## src/rtl/code_domain_pkg.sv

```systemverilog
package code_domain_pkg;
  typedef enum logic [1:0] {
    CLS_OTHER = 2'b00,
    CLS_LOAD  = 2'b01,
    CLS_STORE = 2'b10,
    CLS_XFER  = 2'b11
  } inst_class_e;

  localparam logic [3:0] CAUSE_RET_ERR = 4'hE;
  localparam logic [3:0] CAUSE_NONE    = 4'h0;

  typedef struct packed {
    logic rangeLoad;
    logic retCapture;
    logic retClear;
  } guard_strobe_t;
endpackage

```

## src/rtl/guard_datapath.sv

```systemverilog
module guard_datapath
  import code_domain_pkg::*;
#(
  parameter int ADDR_W = 32
) (
  input  logic              clk,
  input  logic              rst_n,
  input  guard_strobe_t     strobe,
  input  logic [ADDR_W-1:0] instPc,
  input  logic [ADDR_W-1:0] xferTarget,
  input  logic [ADDR_W-1:0] linkAddr,
  input  logic [ADDR_W-1:0] rangeWrStart,
  input  logic [ADDR_W-1:0] rangeWrEnd,
  output logic              pcInRange,
  output logic              targetInRange,
  output logic              retMatch,
  output logic              retValid,
  output logic [ADDR_W-1:0] retAddr,
  output logic [ADDR_W-1:0] rangeStart,
  output logic [ADDR_W-1:0] rangeEnd
);
  always_ff @(posedge clk or negedge rst_n) begin
    if (!rst_n) begin
      rangeStart <= '0;
      rangeEnd   <= '0;
    end else if (strobe.rangeLoad) begin
      rangeStart <= rangeWrStart;
      rangeEnd   <= rangeWrEnd;
    end
  end

  always_ff @(posedge clk or negedge rst_n) begin
    if (!rst_n) begin
      retValid <= 1'b0;
      retAddr  <= '0;
    end else if (strobe.retCapture) begin
      retValid <= 1'b1;
      retAddr  <= linkAddr;
    end else if (strobe.retClear) begin
      retValid <= 1'b0;
    end
  end

  assign pcInRange     = (instPc >= rangeStart) && (instPc < rangeEnd);
  assign targetInRange = (xferTarget >= rangeStart) && (xferTarget < rangeEnd);
  assign retMatch      = retValid && (xferTarget == retAddr);

  // a clear leaves the register empty on the next cycle
  p_clear_empties_r7: assert property (@(posedge clk) disable iff (!rst_n)
    (strobe.retClear && !strobe.retCapture) |=> !retValid);
  // a capture leaves a valid address equal to the link presented
  p_capture_loads_r6: assert property (@(posedge clk) disable iff (!rst_n)
    strobe.retCapture |=> (retValid && retAddr == $past(linkAddr)));
endmodule

```

## src/rtl/guard_control.sv

```systemverilog
module guard_control
  import code_domain_pkg::*;
(
  input  logic          clk,
  input  logic          rst_n,
  input  logic          instValid,
  input  logic          privKernel,
  input  logic [1:0]    instClass,
  input  logic          rangeWrEn,
  input  logic          pcInRange,
  input  logic          targetInRange,
  input  logic          retMatch,
  output guard_strobe_t strobe,
  output logic          domKernel,
  output logic          domTrusted,
  output logic          domUntrusted,
  output logic          cfFault,
  output logic [3:0]    cfCause,
  output logic          retPulse
);
  logic checked, isXfer;

  always_comb begin
    checked      = instValid && (instClass != CLS_OTHER);
    isXfer       = instClass == CLS_XFER;
    domKernel    = checked && privKernel;
    domTrusted   = checked && !privKernel && pcInRange;
    domUntrusted = checked && !privKernel && !pcInRange;
    retPulse     = domUntrusted && isXfer && retMatch;
    cfFault      = domUntrusted && isXfer && !retMatch;
    cfCause      = cfFault ? CAUSE_RET_ERR : CAUSE_NONE;
    strobe.rangeLoad  = rangeWrEn && privKernel;
    strobe.retCapture = domTrusted && isXfer && !targetInRange;
    strobe.retClear   = retPulse;
  end

  // checked instructions fall in exactly one domain
  p_domain_onehot_r4: assert property (@(posedge clk) disable iff (!rst_n)
    (instValid && instClass != CLS_OTHER) |-> $onehot({domKernel, domTrusted, domUntrusted}));
  // unchecked instructions raise nothing
  p_unchecked_quiet_r2: assert property (@(posedge clk) disable iff (!rst_n)
    (!instValid || instClass == CLS_OTHER) |->
      ({domKernel, domTrusted, domUntrusted, cfFault, retPulse} == 5'b0));
  // kernel code never faults or pulses
  p_kernel_free_r3: assert property (@(posedge clk) disable iff (!rst_n)
    (instValid && privKernel) |-> !(cfFault || retPulse));
  // loads and stores never fault or pulse
  p_memop_quiet_r9: assert property (@(posedge clk) disable iff (!rst_n)
    (instClass != CLS_XFER) |-> !(cfFault || retPulse));
  // fault carries the cause code
  p_fault_cause_r8: assert property (@(posedge clk) disable iff (!rst_n)
    cfFault |-> (cfCause == 4'hE && !retPulse));
endmodule

```

## src/rtl/code_domain_guard.sv

```systemverilog
module code_domain_guard
  import code_domain_pkg::*;
#(
  parameter int ADDR_W = 32
) (
  input  logic              clk,
  input  logic              rst_n,
  input  logic              instValid,
  input  logic [ADDR_W-1:0] instPc,
  input  logic              privKernel,
  input  logic [1:0]        instClass,
  input  logic [ADDR_W-1:0] xferTarget,
  input  logic [ADDR_W-1:0] linkAddr,
  input  logic              rangeWrEn,
  input  logic [ADDR_W-1:0] rangeWrStart,
  input  logic [ADDR_W-1:0] rangeWrEnd,
  output logic              domKernel,
  output logic              domTrusted,
  output logic              domUntrusted,
  output logic              cfFault,
  output logic [3:0]        cfCause,
  output logic              retPulse
);
  guard_strobe_t     strobe;
  logic              pcInRange, targetInRange, retMatch, retValid;
  logic [ADDR_W-1:0] retAddr, rangeStart, rangeEnd;

  guard_control u_ctrl (
    .clk(clk), .rst_n(rst_n), .instValid(instValid), .privKernel(privKernel),
    .instClass(instClass), .rangeWrEn(rangeWrEn), .pcInRange(pcInRange),
    .targetInRange(targetInRange), .retMatch(retMatch), .strobe(strobe),
    .domKernel(domKernel), .domTrusted(domTrusted), .domUntrusted(domUntrusted),
    .cfFault(cfFault), .cfCause(cfCause), .retPulse(retPulse)
  );

  guard_datapath #(.ADDR_W(ADDR_W)) u_dp (
    .clk(clk), .rst_n(rst_n), .strobe(strobe), .instPc(instPc),
    .xferTarget(xferTarget), .linkAddr(linkAddr), .rangeWrStart(rangeWrStart),
    .rangeWrEnd(rangeWrEnd), .pcInRange(pcInRange), .targetInRange(targetInRange),
    .retMatch(retMatch), .retValid(retValid), .retAddr(retAddr),
    .rangeStart(rangeStart), .rangeEnd(rangeEnd)
  );

  // user-mode range writes leave the range untouched
  p_range_kernel_only_r5: assert property (@(posedge clk) disable iff (!rst_n)
    (rangeWrEn && !privKernel) |=> ($stable(rangeStart) && $stable(rangeEnd)));
  // a rejected transfer does not alter the return register
  p_fault_keeps_ret_r8: assert property (@(posedge clk) disable iff (!rst_n)
    cfFault |=> ($stable(retValid) && $stable(retAddr)));
  // a legal return invalidates the register
  p_return_clears_r7: assert property (@(posedge clk) disable iff (!rst_n)
    retPulse |=> !retValid);
endmodule

```

## config.mk

```make
export PLATFORM = sky130hd
export DESIGN_NAME = code_domain_guard
export DESIGN_NICKNAME = d
export VERILOG_FILES = /design/src/rtl/code_domain_pkg.sv /design/src/rtl/guard_datapath.sv /design/src/rtl/guard_control.sv /design/src/rtl/code_domain_guard.sv
export SDC_FILE = /design/constraint.sdc
export NUM_CORES = 1
export LEC_CHECK = 0
export ABC_AREA = 1
export ABC_CLOCK_PERIOD_IN_PS = 2800
export BUFFER_PORTS_ARGS = -buffer_cell sky130_fd_sc_hd__buf_4
export CORE_MARGIN = 1.5
export CORE_UTILIZATION = 55
export DETAILED_ROUTE_END_ITERATION = 8
export PLACE_DENSITY = 0.82
export SLEW_MARGIN = 15
export SYNTH_ARGS = -nofsm -noshare
export SYNTH_HDL_FRONTEND = slang
export SYNTH_HIERARCHICAL = 1
export SYNTH_SLANG_ARGS = --single-unit
```

## constraint.sdc

```tcl
create_clock -name clk -period 2.8 [get_ports clk]
set_input_delay 0.56 -clock clk [delete_from_list [all_inputs] [get_ports clk]]
set_output_delay 0.56 -clock clk [all_outputs]
set_load 0.005 [all_outputs]
```

==> results.txt, run 1 <==
Status: finished, violations left
Failing checks: setup timing
Peak VDD IR: 0.000390 V
Area share of the largest cell type after synthesis: 34.3%
Final hold violation count: 0
Number of cells on the critical path: 13
Synth top area cells: dfrtp_1 (34%), ha_1 (22%), nand2_1 (14%)
Drc violations: 0
Die Wd: 116 um
RR Startpoint: u_dp/rangeEnd[3]
Clk slew on worst S/H paths: 0.06 ns
CP max FO: 4
Die Height: 116 um
Max Root-Sink Buffers: 2
Via density: 5.41
Sw frac: 35.3%
Global-route wire length before repair: 30.1 mm
Routability congestion estimate: 0.895
Clk Latency, worst-skew pair: 0.35 ns
CP Class: reg2out
Sequential Power Share: 36.6%
Syn Nets: 1209
YS warnings: 6
Starting DRT DRC Count: 478
Vias in the first global route: 6380
Final hold slack: 0.193 ns
Crit. End Element: output pin
Cell taking the most area after synthesis: dfrtp_1
RSZ-0062 raised after global routing: true
Initial antenna violation count: 0
CTS H-tree lvls: 3
PD cells: 526 mW/mm^2
Top FF cell, synth: dfrtp_1
Period utilization: 110%
FF-to-FF setup slack: -0.13 ns
Commonest non-fill, non-tap cell in the layout: nand2_1
FF-to-FF End: u_dp/retAddr[16]
FF+latch area: 0.00243 sq mm
Worst setup path end: cfCause[3]
Max cap viols: 0
Number of port buffers: 174
DRT Pass-1 Iters: 5
Initial Utilization: 56.3%
Internal: 3.28 mW
Clock Sinks: 97
Combinational group share of total power: 38.7%
Type of origin of the critical path: flop
Row count: 41
R2R depth: 20
Area taken by multi-input logic gates: 0.00453 sq mm
Wire per inst: 16.5 um
Fillers: 904
Final Util: 76.7%
Cell family with most CP delay: simple AND/OR/NAND/NOR gates
Most frequent CP cell: nand2_1
Tmin final: 3.07 ns
Rel. slew slack: 63.1%
Crit path cell chain: inv_1, ha_1, nand2_1, o21bai_1, a21oi_1, nor2_1, nand2_1, a21oi_2, nor2_2, inv_2, nand4_1, nor2_4, buf_4
Clk network pwr share: 24.7%
Setup ws final: -0.272 ns
Mapped Avg Cell Area: 7.72 sq um
Slew Limit Fails: 0
Slew @ Worst Pin: 0.554 ns
Core footprint: 0.0126 sq mm
Hold/Removal Path Class: in2async
Place WS: -0.124 ns
Area post-placement: 0.00857 sq mm
GRT Util Overall: 29.2%
Worst endpoint data arrival time: 2.51 ns
Slowest CP cell: dfrtp_1
Fmax: 0.325 GHz
EDFF count, synth: 0
Leak Pwr: 5.00 nW
Final ANT Viol Nets: 0
Total vias in the final route: 6925
CP max stage delay: 0.36 ns
Hpwl dp: 15.0 mm
CP Buf/Inv Count: 3
Ports: 176
Final Skew: 0.00948 ns
Cts hold-fix bufs: 0
Num CTS Buffers: 9
Sw Pwr: 1.79 mW
Die Area: 0.0135 sq mm
CTS tree: built
WL final: 21.2 mm
Most frequent cells in the layout: nand2_1 (217), buf_4 (184), ha_1 (114), inv_1 (97), dfrtp_1 (97)
Synthesized cell area: 0.00707 sq mm
Nets@finish: 1397
Crit path launch: u_dp/rangeStart[27]
Final setup viols: 23
Overflow left after global routing: 0
Root Buffer: clkbuf_16
Area growth syn-to-layout: 36.3%
Count of state elements after synthesis: 97
Largest net degree at the start of global routing: 73
Layout cells sized above 1: 30.4%
Required @ worst endpoint: 2.24 ns
Netlist cell types: 35
Async SR Flop Fraction: 100%
Mapped Cells: 916
N_diodes: 0
Post-synthesis sequential area ratio: 34.3%
Post-route design area: 0.00964 sq mm
## power groups by stage
stage / logic, mW / clock network [mW] / registers [mW]
after detailed placement: 1.61 / 0 / 1.84
after global placement: 1.54 / 0 / 1.83
after floorplan: 1.05 / 0 / 1.81
final: 1.96 / 1.25 / 1.86
after CTS: 1.70 / 1.27 / 1.82
after global routing: 2.18 / 1.33 / 1.89
## how the worst min path moves through the flow
stage | startpoint | endpoint | slack [ns] | cells past startpoint
after CTS | rst_n | u_dp/rangeStart[20] | 0.21 | 1
after floorplan | rst_n | u_dp/rangeEnd[0] | 0.26 | 0
after global placement | u_dp/retAddr[7] | u_dp/retAddr[7] | 0.47 | 2
after global routing | rst_n | u_dp/rangeEnd[19] | 0.23 | 1
after detailed placement | u_dp/retAddr[30] | u_dp/retAddr[30] | 0.48 | 2
final | rst_n | u_dp/rangeEnd[19] | 0.19 | 1
## cells by family (layout without fill, tap and decap cells)
logic type / count (synthesis) / after routing / synth area share [%]
other cells: 1 / 1 / 0.0530
simple gates: 347 / 347 / 19.7
fa+ha+maj: 126 / 126 / 22.3
flops: 97 / 97 / 34.3
xor+xnor: 10 / 10 / 1.24
buf+inv: 150 / 343 / 8.46
compound gates: 183 / 183 / 13.6
mux: 2 / 2 / 0.318
## synthesized netlist by cell type (all sizes together), types with 3 or more instances
cell type  count
nand3          8
o21a           3
clkbuf        10
nand4         10
nand2        262
xnor2          4
xor2           6
o21ai        105
a21o           3
o22ai          4
or2            4
a21oi         62
ha           126
inv          124
nor3           9
buf           16
dfrtp         97
nor2          48
## what timing repair did
item | in CTS | in global routing
cloned | 0 | 7
pin swaps | 13 | 20
setup buffers | 11 | 4
setup endpoints to repair | 7 | 40
gates resized for setup | 33 | 137
endpoints found under the hold margin | 0 | 0
## stage by stage
stage / cells / TNS (ns) / total power, mW
after global routing: 1281 / -5.49 / 5.39
after CTS: 1271 / -0.836 / 4.79
after detailed placement: 1246 / -2.74 / 3.45
after global placement: 1246 / -0.903 / 3.37
after floorplan: 916 / 0 / 2.86
final: 1281 / -2.77 / 5.07
## flip-flops by register name, summed over array words and instances, names as in the netlist
name	count
u_dp/retValid	1
u_dp/retAddr	32
u_dp/rangeEnd	32
u_dp/rangeStart	32
## layout make-up
type	instances	area share, %
tap	172	2.23
clock buffer	14	2.63
multi-input combinational	669	47.0
inverter	124	4.87
clock inverter	2	0.389
timing repair buffer	203	17.7
sequential	97	25.2
## worst reg2reg max path, cell delays in order (launching register included)
cell        delay [ns]
dfrtp_1           0.35
inv_2             0.05
ha_1              0.31
a21oi_2           0.13
nand2_1           0.09
nand2_1           0.08
nand2_1           0.10
nand2_1           0.10
nand2_2           0.07
nand2_1           0.06
nand2_1           0.05
nor2_2            0.15
inv_2             0.05
buf_4             0.13
buf_6             0.12
buf_6             0.11
nor3_4            0.31
clkinvlp_4        0.22
buf_8             0.19
nand2_2           0.08
nand2_1           0.06
## layer usage
metal  GRT usage [%]  wire length [um]  share of wire, %
met3            4.26              1350               6.4
met5               0                 0                 0
met4            13.5               807               3.8
met1            37.8              8650                41
met2            48.6             10400                49
(Power assumes the default switching activity.)
==> inputs of run 2 (changes only) <==
--- a/config.mk
+++ b/config.mk
@@ -15,5 +15,4 @@
 export SLEW_MARGIN = 15
 export SYNTH_ARGS = -nofsm -noshare
 export SYNTH_HDL_FRONTEND = slang
-export SYNTH_HIERARCHICAL = 1
 export SYNTH_SLANG_ARGS = --single-unit
==> run 2 against run 1 <==
The flow still finishes with violations (setup timing). Combinational power decreased by 8%. Via count increased by 0.20%. Die area increased by 3.5%. Critical path type unchanged. Clock skew decreased by 0.0047 ns. Highest routed layer unchanged. Area after synthesis increased by 3.6%. Setup slack improved by 0.26 ns. Sequential power decreased by 3%. Critical endpoint unchanged. First-iteration DRC count decreased by 13%.
==> results.txt, run 2 <==
Status: finished, violations left
Failing checks: setup timing
Setup ws final: -0.00837 ns
Number of port buffers: 174
Worst endpoint data arrival time: 2.25 ns
Mapped Avg Cell Area: 7.90 sq um
Compound-cell area share of the yosys netlist: 11.7%
Peak VDD IR: 0.000300 V
Cts hold-fix bufs: 0
Place WS: -0.101 ns
EDFF count, synth: 0
Max cap viols: 0
Synth Area in Simple Gates: 23.5%
Most frequent cells in the layout: buf_4 (200), nand2_1 (157), a21oi_1 (110), ha_1 (106), dfrtp_1 (97)
DRT Pass-1 Iters: 5
CP Class: reg2out
Final Skew: 0.00479 ns
Synth Area in XOR/XNOR: 1.67%
Top FF cell, synth: dfrtp_1
Total Power: 4.88 mW
Synthesized cell area: 0.00732 sq mm
PD cells: 502 mW/mm^2
Nets@finish: 1407
Initial Utilization: 57.1%
Most common cell in the netlist: nand2_1
FF-to-FF End: u_dp.retAddr[0]
Wire per inst: 16.1 um
CP max FO: 4
CTS tree: built
Clk Latency, worst-skew pair: 0.35 ns
Slew Limit Fails: 0
Count of state elements after synthesis: 97
Die Wd: 118 um
YS warnings: 0
Clk slew on worst S/H paths: 0.07 ns
Crit. End Element: output pin
Via density: 5.38
Cell taking the most area after synthesis: dfrtp_1
FF-to-FF setup slack: 0.29 ns
Type of origin of the critical path: flop
R2R depth: 14
Row count: 41
Final setup viols: 4
Hpwl dp: 15.5 mm
Leak Pwr: 5.25 nW
Drc violations: 0
Mux cell area share after synthesis: 0.154%
Core footprint: 0.0128 sq mm
Final hold violation count: 0
Mapped Cells: 927
Fmax: 0.356 GHz
Num CTS Buffers: 9
Final Util: 75.8%
RR Startpoint: u_dp.rangeStart[31]
WL final: 20.7 mm
Max Root-Sink Buffers: 2
Commonest non-fill, non-tap cell in the layout: buf_4
GRT Util Overall: 29.4%
Period utilization: 100%
Root Buffer: clkbuf_16
Post-synthesis sequential area ratio: 33.1%
Global-route wire length before repair: 32.8 mm
RSZ-0062 raised after global routing: true
Top Registers: u_dp.rangeEnd x32, u_dp.rangeStart x32, u_dp.retAddr x32
Async SR Flop Fraction: 100%
Routability congestion estimate: 0.938
Total vias in the final route: 6939
Final ANT Viol Nets: 0
N_diodes: 0
Syn Nets: 1220
Tmin final: 2.81 ns
Overflow left after global routing: 0
Non-Filler Instances: 1290
CTS H-tree lvls: 3
Largest net degree at the start of global routing: 67
Vias in the first global route: 6838
Layout cells sized above 1: 31.3%
Required @ worst endpoint: 2.24 ns
Hold/Removal Path Class: in2async
Die Area: 0.0140 sq mm
Area share of the largest cell type after synthesis: 33.1%
Largest family of logic cells by synthesized area: simple AND/OR/NAND/NOR gates
Synth top area cells: dfrtp_1 (33%), ha_1 (22%), nand2_1 (8.9%)
Synth Area in Adders: 21.5%
Ports: 176
Die Height: 118 um
Synth cell count leaders: nand2_1 (173), ha_1 (126), a21oi_1 (122), inv_1 (116), dfrtp_1 (97)
Netlist cell types: 42
Final hold slack: 0.162 ns
Starting DRT DRC Count: 415
Initial antenna violation count: 0
DP Cell Count: 1261
Area growth syn-to-layout: 32.7%
Clock Sinks: 97
==> run 2: per-layer routing <==
layer  part of all wire [%]  global-route usage, %
met1                     43                   38.5
met2                     48                   49.0
met3                    5.8                   4.10
met4                    3.1                   11.7
met5                      0                      0
==> run 2: final cells by class <==
cell class	count	area, sq um
inverter	120	450
multi-input combinational	681	4730
fill	981	3110
clock buffer	11	243
clock inverter	4	53.8
tap	172	215
sequential	97	2430
timing repair buffer	205	1590
==> run 2: logic make-up after synthesis <==
group	after synthesis
adders and majority gates	126
xor gates and xnor gates	14
DFF	97
and+or+nand+nor	376
other	1
muxes	1
buffers and inverters	149
AOI/OAI and AO/OA	163
==> run 2: worst max path at each step <==
| stage | start | endpoint | depth (start not counted) |
|---|---|---|---|
| floorplan | instPc[7] | cfCause[1] | 13 |
| global placement | instPc[31] | cfCause[2] | 12 |
| detailed placement | instPc[31] | cfCause[3] | 12 |
| CTS | u_dp.rangeEnd[29] | cfCause[3] | 11 |
| global route | u_dp.rangeStart[5] | cfCause[1] | 16 |
| finish | u_dp.rangeStart[5] | cfCause[3] | 16 |
==> run 2: stage by stage <==
step | cell area, sq um | setup TNS (ns)
4_1_cts | 9530 | -0.119
3_3_place_gp | 8860 | -0.347
3_5_place_dp | 8860 | -0.407
5_1_grt | 9720 | -0.692
6_report | 9720 | -0.0282
2_1_floorplan | 7320 | 0
==> run 2: worst max-delay path, stage by stage (launching register included) <==
cell,delay (ns)
dfrtp_1,0.39
inv_2,0.08
ha_4,0.20
nand2_1,0.07
nand2_1,0.08
nand2_2,0.08
nand2_1,0.05
nor2_1,0.08
nand2_1,0.08
nand2_1,0.08
nand2_2,0.07
nand2_2,0.06
nand2_2,0.06
nand3_4,0.10
nand2_4,0.07
nor3_4,0.19
buf_4,0.15
==> run 2: timing repair <==
item,4_1_cts,5_1_grt
endpoints found under the hold margin,0,0
setup endpoints to repair,6,7
gates resized for setup,65,35
pin swaps,29,17
buffers inserted,13,2
==> run 2: power by group <==
part           switching, mW  internal (mW)
Combinational           1.01          0.804
Sequential             0.154           1.65
Clock                  0.547          0.714
Total                   1.71           3.17
==> inputs of run 3 (changes only) <==
--- a/config.mk
+++ b/config.mk
@@ -6,11 +6,12 @@
 export NUM_CORES = 1
 export LEC_CHECK = 0
 export ABC_AREA = 1
-export ABC_CLOCK_PERIOD_IN_PS = 2800
+export ABC_CLOCK_PERIOD_IN_PS = 2700
 export BUFFER_PORTS_ARGS = -buffer_cell sky130_fd_sc_hd__buf_4
 export CORE_MARGIN = 1.5
 export CORE_UTILIZATION = 55
 export DETAILED_ROUTE_END_ITERATION = 8
+export HOLD_SLACK_MARGIN = 0.12
 export PLACE_DENSITY = 0.82
 export SLEW_MARGIN = 15
 export SYNTH_ARGS = -nofsm -noshare
==> constraint.sdc (replaced) <==
create_clock -name clk -period 2.7 [get_ports clk]
set_input_delay 0.54 -clock clk [delete_from_list [all_inputs] [get_ports clk]]
set_output_delay 0.54 -clock clk [all_outputs]
set_load 0.005 [all_outputs]
==> run 3 against run 2 <==
The run still ends with setup timing left. Utilization rose by 1.1 points. Non-clock buffer count rose by 8. Clock power rose by 6%. Sequential power rose by 4%. Power rose by 5.5%. Die area did not move. Register-to-register slack got worse by 0.21 ns. First-iteration DRC count rose by 15%. Largest power group is now combinational cells.
==> results.txt, run 3 (synthesized netlist as in run 2, its figures left out) <==
Sw frac: 35.4%
Nets@finish: 1415
Number of port buffers: 174
Hpwl dp: 15.8 mm
Clk Latency, worst-skew pair: 0.35 ns
Global-route wire length before repair: 34.0 mm
FF-to-FF End: u_dp.retAddr[31]
Max Root-Sink Buffers: 2
Fmax: 0.358 GHz
Largest net degree at the start of global routing: 67
Slew @ Worst Pin: 0.597 ns
Vias in the first global route: 7017
Period utilization: 103%
CTS tree: built
Most frequent cells in the layout: buf_4 (207), nand2_1 (152), a21oi_1 (111), ha_1 (100), dfrtp_1 (97)
Root Buffer: clkbuf_16
Routability congestion estimate: 0.917
Num CTS Buffers: 9
Die Wd: 118 um
Sw Pwr: 1.82 mW
Final ANT Viol Nets: 0
Final hold violation count: 0
Drc violations: 0
Final hold slack: 0.195 ns
Worst endpoint data arrival time: 2.25 ns
Core footprint: 0.0128 sq mm
Required @ worst endpoint: 2.16 ns
N_diodes: 0
Combinational group share of total power: 37.8%
RSZ-0062 raised after global routing: true
CP max FO: 3
Max cap viols: 0
Area growth syn-to-layout: 34.6%
Final Util: 76.9%
Tmin final: 2.79 ns
RR Startpoint: u_dp.rangeStart[13]
R2R depth: 19
Final setup viols: 7
Area post-placement: 0.00887 sq mm
DRT Pass-1 Iters: 5
GRT Util Overall: 30.5%
Die Area: 0.0140 sq mm
DP Cell Count: 1262
FF-to-FF setup slack: 0.08 ns
Internal: 3.33 mW
Wire per inst: 16.6 um
Setup TNS: -0.463 ns
CTS H-tree lvls: 3
Slew Limit Fails: 0
Clk slew on worst S/H paths: 0.07 ns
Failing checks: setup timing
Non-Filler Instances: 1299
Total vias in the final route: 7131
Status: finished, violations left
PD cells: 522 mW/mm^2
Crit. End Element: output pin
Rel. slew slack: 60.2%
Hold/Removal Path Class: in2async
Initial antenna violation count: 0
Overflow left after global routing: 0
Cts hold-fix bufs: 0
Type of origin of the critical path: flop
Sequential Power Share: 36.5%
WL final: 21.6 mm
Via density: 5.49
Commonest non-fill, non-tap cell in the layout: buf_4
Row count: 41
Die Height: 118 um
Final Skew: 0.00607 ns
Setup ws final: -0.0913 ns
Starting DRT DRC Count: 476
Initial Utilization: 57.1%
CP Class: reg2out
Layout cells sized above 1: 32.5%
Clk network pwr share: 25.8%
Leak Pwr: 5.28 nW
Place WS: -0.156 ns
Top Registers: u_dp.rangeEnd x32, u_dp.rangeStart x32, u_dp.retAddr x32
Clock Sinks: 97
Total Power: 5.15 mW
Ports: 176
Peak VDD IR: 0.000316 V
Post-route design area: 0.00986 sq mm
-- run 3: cell types whose count changed in the layout (fill, tap and decap cells not counted), moves of 5 or more --
cell | previous run | this run
buf_4 | 200 | 207
nand2_1 | 157 | 152
ha_1 | 106 | 100
nand2_2 | 40 | 45
ha_4 | 20 | 26
-- run 3: worst max-delay path by stage --
stage,endpoint,depth (start not counted),startpoint,slack [ns]
finish,domTrusted,14,u_dp.rangeStart[13],-0.09
global route,cfCause[3],16,u_dp.rangeStart[6],-0.21
CTS,cfCause[1],11,u_dp.rangeEnd[29],-0.09
detailed placement,cfCause[1],14,instPc[3],-0.16
global placement,cfCause[2],14,instPc[3],-0.11
floorplan,cfCause[1],13,instPc[7],0.08
-- run 3: layout make-up --
type | instances | area [sq um]
Sequential cell | 97 | 2430
Tap cell | 172 | 215
Multi-Input combinational cell | 681 | 4800
Clock buffer | 10 | 239
Clock inverter | 6 | 67.6
Fill cell | 943 | 2970
Inverter | 120 | 450
Timing Repair Buffer | 213 | 1660
-- run 3: per-layer routing --
metal | track usage, % | wire length (um)
met5 | 0 | 0
met4 | 11.4 | 691
met3 | 3.57 | 1360
met2 | 51.7 | 10500
met1 | 40.2 | 9060
-- run 3: power groups by stage --
stage	sequential (mW)	clock [mW]	combinational, mW
2_1_floorplan	1.86	0	1.05
3_3_place_gp	1.87	0	1.57
3_5_place_dp	1.89	0	1.63
4_1_cts	1.87	1.34	1.82
5_1_grt	1.90	1.40	2.17
6_report	1.88	1.33	1.95
-- run 3: what timing repair did --
item	in CTS	in global routing
pin swaps	28	24
setup buffers	15	7
resized for setup	76	29
setup endpoints to repair	7	39
-- run 3: critical path, cell delays in order, from the launching register on --
cell      delay (ns)
dfrtp_1         0.36
inv_2           0.07
ha_4            0.27
nand4_1         0.15
nor2_2          0.19
nand2_1         0.07
clkinv_1        0.05
nand2_2         0.05
nand2_2         0.07
nand2_1         0.06
nand2_2         0.08
nand3_4         0.11
buf_12          0.15
nor2_8          0.11
buf_6           0.11
